<file path="src/rtl/md_pkg.sv">
package md_pkg;
  typedef enum logic {
    OP_MUL = 1'b0,
    OP_DIV = 1'b1
  } md_op_e;
endpackage

</file>
<file path="src/rtl/md_seq.sv">
module md_seq #(
  parameter int LATENCY = 14,
  parameter int STEPS   = 8
) (
  input  logic clk_i,
  input  logic rst_ni,
  input  logic start_i,
  output logic accept_o,
  output logic step_o,
  output logic fin_o,
  output logic busy_o
);
  localparam int CW = $clog2(LATENCY + 1);

  logic [CW-1:0] cnt_q;
  logic          busy_q;

  assign accept_o = start_i && !busy_q;
  assign step_o   = busy_q && (cnt_q <= CW'(STEPS));
  assign fin_o    = busy_q && (cnt_q == CW'(LATENCY - 1));
  assign busy_o   = busy_q;

  always_ff @(posedge clk_i or negedge rst_ni) begin
    if (!rst_ni) begin
      cnt_q  <= '0;
      busy_q <= 1'b0;
    end else if (accept_o) begin
      cnt_q  <= CW'(1);
      busy_q <= 1'b1;
    end else if (fin_o) begin
      cnt_q  <= '0;
      busy_q <= 1'b0;
    end else if (busy_q) begin
      cnt_q  <= cnt_q + CW'(1);
    end
  end
endmodule

</file>
<file path="src/rtl/md_core.sv">
module md_core
  import md_pkg::*;
#(
  parameter int W = 8
) (
  input  logic         clk_i,
  input  logic         rst_ni,
  input  logic         load_i,
  input  logic         step_i,
  input  md_op_e       op_i,
  input  logic [W-1:0] tos_i,
  input  logic [W-1:0] next_i,
  output md_op_e       op_o,
  output logic [W-1:0] acc_o,
  output logic [W-1:0] lo_o,
  output logic [W-1:0] opnd_o,
  output logic [W-1:0] dvd_o
);
  md_op_e       op_q;
  logic [W-1:0] acc_q, lo_q, opnd_q, dvd_q;

  // multiply: add-and-shift
  logic [W:0]   mul_sum;
  // divide: restoring step, two guard bits for the borrow
  logic [W:0]   rem_ext;
  logic [W+1:0] diff;
  logic         fits;

  assign mul_sum = {1'b0, acc_q} + (lo_q[0] ? {1'b0, opnd_q} : '0);
  assign rem_ext = {acc_q, lo_q[W-1]};
  assign diff    = {1'b0, rem_ext} - {2'b00, opnd_q};
  assign fits    = !diff[W+1];

  always_ff @(posedge clk_i or negedge rst_ni) begin
    if (!rst_ni) begin
      op_q   <= OP_MUL;
      acc_q  <= '0;
      lo_q   <= '0;
      opnd_q <= '0;
      dvd_q  <= '0;
    end else if (load_i) begin
      op_q  <= op_i;
      acc_q <= '0;
      dvd_q <= next_i;
      if (op_i == OP_MUL) begin
        lo_q   <= tos_i;
        opnd_q <= next_i;
      end else begin
        lo_q   <= next_i;
        opnd_q <= tos_i;
      end
    end else if (step_i) begin
      if (op_q == OP_MUL) begin
        acc_q <= mul_sum[W:1];
        lo_q  <= {mul_sum[0], lo_q[W-1:1]};
      end else if (fits) begin
        acc_q <= diff[W-1:0];
        lo_q  <= {lo_q[W-2:0], 1'b1};
      end else begin
        acc_q <= rem_ext[W-1:0];
        lo_q  <= {lo_q[W-2:0], 1'b0};
      end
    end
  end

  assign op_o   = op_q;
  assign acc_o  = acc_q;
  assign lo_o   = lo_q;
  assign opnd_o = opnd_q;
  assign dvd_o  = dvd_q;
endmodule

</file>
<file path="src/rtl/md_wb.sv">
module md_wb
  import md_pkg::*;
#(
  parameter int W = 8
) (
  input  logic         clk_i,
  input  logic         rst_ni,
  input  logic         fin_i,
  input  md_op_e       op_i,
  input  logic [W-1:0] acc_i,
  input  logic [W-1:0] lo_i,
  input  logic [W-1:0] opnd_i,
  input  logic [W-1:0] dvd_i,
  input  logic         carry_i,
  output logic [W-1:0] tos_o,
  output logic [W-1:0] next_o,
  output logic         carry_o,
  output logic         done_o,
  output logic         err_o
);
  logic div_zero;
  assign div_zero = (op_i == OP_DIV) && (opnd_i == '0);

  always_ff @(posedge clk_i or negedge rst_ni) begin
    if (!rst_ni) begin
      tos_o   <= '0;
      next_o  <= '0;
      carry_o <= 1'b0;
      done_o  <= 1'b0;
      err_o   <= 1'b0;
    end else begin
      done_o  <= fin_i;
      carry_o <= fin_i ? 1'b0 : carry_i;
      if (fin_i) begin
        if (div_zero) begin
          tos_o  <= dvd_i;
          next_o <= '0;
          err_o  <= 1'b1;
        end else begin
          // mul: acc=high, lo=low; div: acc=remainder, lo=quotient
          tos_o  <= acc_i;
          next_o <= lo_i;
        end
      end
    end
  end
endmodule

</file>
<file path="src/rtl/md_unit.sv">
module md_unit
  import md_pkg::*;
#(
  parameter int W       = 8,
  parameter int LATENCY = 14
) (
  input  logic         clk_i,
  input  logic         rst_ni,
  input  logic         start_i,
  input  logic         op_i,
  input  logic [W-1:0] tos_i,
  input  logic [W-1:0] next_i,
  input  logic         carry_i,
  output logic [W-1:0] tos_o,
  output logic [W-1:0] next_o,
  output logic         carry_o,
  output logic         done_o,
  output logic         busy_o,
  output logic         div_err_o
);
  localparam int STEPS = W;

  logic         accept, step, fin;
  md_op_e       op_q;
  logic [W-1:0] acc, lo, opnd, dvd;

  md_seq #(.LATENCY(LATENCY), .STEPS(STEPS)) u_seq (
    .clk_i   (clk_i),
    .rst_ni  (rst_ni),
    .start_i (start_i),
    .accept_o(accept),
    .step_o  (step),
    .fin_o   (fin),
    .busy_o  (busy_o)
  );

  md_core #(.W(W)) u_core (
    .clk_i (clk_i),
    .rst_ni(rst_ni),
    .load_i(accept),
    .step_i(step),
    .op_i  (md_op_e'(op_i)),
    .tos_i (tos_i),
    .next_i(next_i),
    .op_o  (op_q),
    .acc_o (acc),
    .lo_o  (lo),
    .opnd_o(opnd),
    .dvd_o (dvd)
  );

  md_wb #(.W(W)) u_wb (
    .clk_i  (clk_i),
    .rst_ni (rst_ni),
    .fin_i  (fin),
    .op_i   (op_q),
    .acc_i  (acc),
    .lo_i   (lo),
    .opnd_i (opnd),
    .dvd_i  (dvd),
    .carry_i(carry_i),
    .tos_o  (tos_o),
    .next_o (next_o),
    .carry_o(carry_o),
    .done_o (done_o),
    .err_o  (div_err_o)
  );
endmodule

</file>
<file path="config.mk">
export PLATFORM = sky130hd
export DESIGN_NAME = md_unit
export DESIGN_NICKNAME = d
export VERILOG_FILES = /design/src/rtl/md_pkg.sv /design/src/rtl/md_seq.sv /design/src/rtl/md_core.sv /design/src/rtl/md_wb.sv /design/src/rtl/md_unit.sv
export SDC_FILE = /design/constraint.sdc
export NUM_CORES = 1
export LEC_CHECK = 0
export BUFFER_PORTS_ARGS = -buffer_cell sky130_fd_sc_hd__buf_2
export CELL_PAD_IN_SITES_DETAIL_PLACEMENT = 0
export CELL_PAD_IN_SITES_GLOBAL_PLACEMENT = 1
export CORE_UTILIZATION = 41
export CTS_CLUSTER_SIZE = 12
export DETAILED_ROUTE_END_ITERATION = 7
export PLACE_DENSITY = 0.87
export SLEW_MARGIN = 10
export SYNTH_ARGS = -nofsm -noshare
export SYNTH_HDL_FRONTEND = slang
export SYNTH_SLANG_ARGS = --single-unit
</file>
<file path="constraint.sdc">
create_clock -name clk_i -period 2.3 [get_ports clk_i]
set_clock_uncertainty 0.15 [all_clocks]
set_input_delay 0.23 -clock clk_i [delete_from_list [all_inputs] [get_ports clk_i]]
set_output_delay 0.23 -clock clk_i [all_outputs]
set_load 0.03 [all_outputs]
</file>
==> metrics.cfg <==
[detailed_routing]
firstDrtPassIters = 4
dr.max_layer_used = met4
drtAntennaViolNets = 0
wl_per_cell_um = 15.4
drt_iter0_markers = 154
drc = 0
wl_met3_um = 326
met2_length_um = 3890
drt-vias-per-instance = 5.49
vias = 2901
drt-total-wl_um = 8160
wl_met1_um = 3710

[clock_tree]
numCtsBuffers = 9
clock_tree.buffer_depth = 2
cts-htree-levels = 3
tritoncts = built
clock_latency_ns = 0.33
clkSlewWorstSetupHoldPaths_ns = 0.06
clockRootBuffer = clkbuf_8
cts.sinks = 57

[worst_setup_path]
crit_required_ns = 2.37
critPathTopFamily = compound AO/OA/AOI/OAI gates
slowest_delay_ns = 0.43
slowest_stage = dfrtp_2
worst-r2r-setup-slack_ns = 0.01
cp.arrival_ns = 2.36
critical_path_class = flip-flop to flip-flop
worstPathCellList = and2_4 > ha_4 > fa_2 > a211oi_2 > o21bai_1 > a21oi_2 > xor2_1 > o31a_1 > o21ai_1
critPathCaptureType = flip-flop
worstPathMaxFanout = 6
critPathLaunchType = flip-flop
crit_buf_inv = 0

[finish]
fin_cells = 528
antenna_cells = 0
nets = 460
layout-drive-gt1-share = 0.272
area_growth_pct = 23.1
design_area_mm2 = 0.00427
nFillCells = 717
register_area_mm2 = 0.00143
multi_input_comb_area_mm2 = 0.00196

[place]
portBuffers = 40
place_ws_ns = -0.0258
placed_cells = 505
gp_congestion = 0.884
place_area_mm2 = 0.00392
dp_hpwl_um = 6000

[logic_synthesis]
synth_nets = 397
yosysWarningCount = 0
async_reset_ff_frac = 1.00
synth_compound_area_frac = 0.185
synth.mux.area_fraction = 0.125
synthSimpleGateAreaFrac = 0.128
synthTopCellsByArea = dfrtp_1, mux2i_1, ha_1
synth_top_family_by_area = compound AO/OA/AOI/OAI gates
synth_seq_area_share = 0.411
synth-xor-area-share = 0.0278
synth_cell_type_count = 49
yosys.area.top_type = dfrtp_1
netlist_top_cells_count = dfrtp_1, nand2_1, mux2i_1
synth_most_common_cell = dfrtp_1
synthFlopType = dfrtp_1
avgSynthCellArea_um2 = 9.77
synthCells = 355
ys_seq_elements = 57
synth_area_mm2 = 0.00347
synth_top_area_frac = 0.411
synth_edf_count = 0
synthAdderAreaFrac = 0.0801

[timing]
timing.final.ws_setup_ns = 0.0119
worst_pin_slew_ns = 0.687
hold_ws_ns = 0.0182
setup_viol = 0
tns_ns = 0
maxSlewHeadroom = 0.542
final_hold_viol_count = 0
period_share = 0.995
max_freq_mhz = 437
grt_setup_unrepaired = true
slew_violations = 0
period_needed_ns = 2.29

[grt]
antenna_found_initial = 0
overflow = 0
grt_pass1_wl_um = 13600
grt_usage = 0.203
grt_max_degree = 51
grt_pass1_vias = 2818

[die]
die-area_mm2 = 0.00883
io-pin-count = 41
start_util = 0.422
row_count = 33
design.core.area_mm2 = 0.00822
dieHeight_um = 94.0
die_x_um = 94.0

[worst_hold_path]
worstHoldPathType = input pin to flip-flop

[run_status]
outcome = completed

[power]
vdd.ir_drop.worst_uv = 923
powerDensity_mw_per_mm2 = 1720
static-leakage-power_nw = 2.08

[flow_run]
cap_violations = 0

-- state kept, by name, indices dropped and copies added, names as in the netlist --
name           cells
u_wb.done_o        1
u_seq.cnt_q        4
u_wb.tos_o         8
u_wb.next_o        8
u_wb.err_o         1
u_core.op_o        1
u_seq.busy_o       1
u_core.acc_o       8
u_wb.carry_o       1
u_core.opnd_o      8
u_core.lo_o        8
u_core.dvd_o       8
-- layout by cell type (no fill, tap or decap), types with 10 or more instances in the layout --
master     n
a21oi_1   10
buf_2     40
buf_4     27
clkbuf_8  10
dfrtp_1   56
ha_1      16
inv_1     12
mux2i_1   33
nand2_1   42
nand3_1   19
o211ai_1  11
o21ai_0   18
o21ai_1   19
-- path summary, 6_finish.rpt --
| check | cells past startpoint | end | start |
|---|---|---|---|
| max reg2reg | 9 | u_core.acc_o[5] | u_core.lo_o[0] |
| max in group asynchronous | 3 | u_core.acc_o[0] | rst_ni |
| max | 9 | u_core.acc_o[5] | u_core.lo_o[0] |
| min reg2reg | 2 | u_wb.next_o[7] | u_wb.next_o[7] |
| min | 2 | u_core.dvd_o[7] | next_i[7] |
| min in group asynchronous | 2 | u_seq.cnt_q[2] | rst_ni |
-- metrics by stage --
step | power (mW) | utilization
after floorplan | 4.93 | -
after CTS | 7.22 | 0.512
final | 7.35 | 0.519
after global routing | 7.96 | 0.519
after detailed placement | 6.08 | 0.477
after global placement | 6.00 | 0.477
-- where the power goes --
part | internal (mW) | switching, mW
clock network | 0.642 | 0.399
logic | 1.99 | 2.38
registers | 1.49 | 0.446
total | 4.13 | 3.23
-- final cells by class --
class,instances,share of cell area
Tap cell,105,0.0308
Multi-Input combinational cell,262,0.459
Clock buffer,12,0.0340
Inverter,15,0.0132
Sequential cell,57,0.335
Timing Repair Buffer,73,0.111
Clock inverter,4,0.0179
-- what timing repair did --
action                                  4_1_cts  5_1_grt
buffers inserted                              1        1
gates resized for setup                       3       11
pin swaps                                     0        7
hold endpoints to repair                     28        0
endpoints found under the setup margin        3        7
hold buffers                                  5        0
-- layer usage --
metal / GRT usage / up-vias
met1: 0.260 / 1400
met3: 0.0307 / 18
li1: - / 1416
met2: 0.321 / 67
met5: 0 / -
met4: 0.124 / 0
-- cells by family after synthesis --
kind of cell | count (synthesis)
simple gates | 93
buf+inv | 36
mux | 42
flops | 57
compound gates | 95
fa+ha+maj | 21
xor+xnor | 11
-- worst register-to-register path: stages (launching register included) --
cell,delay [ns]
dfrtp_2,0.43
and2_4,0.16
ha_4,0.16
fa_2,0.37
a211oi_2,0.24
o21bai_1,0.10
a21oi_2,0.20
xor2_1,0.17
o31a_1,0.14
o21ai_1,0.06
No activity file was read; power rests on OpenSTA's default activity.
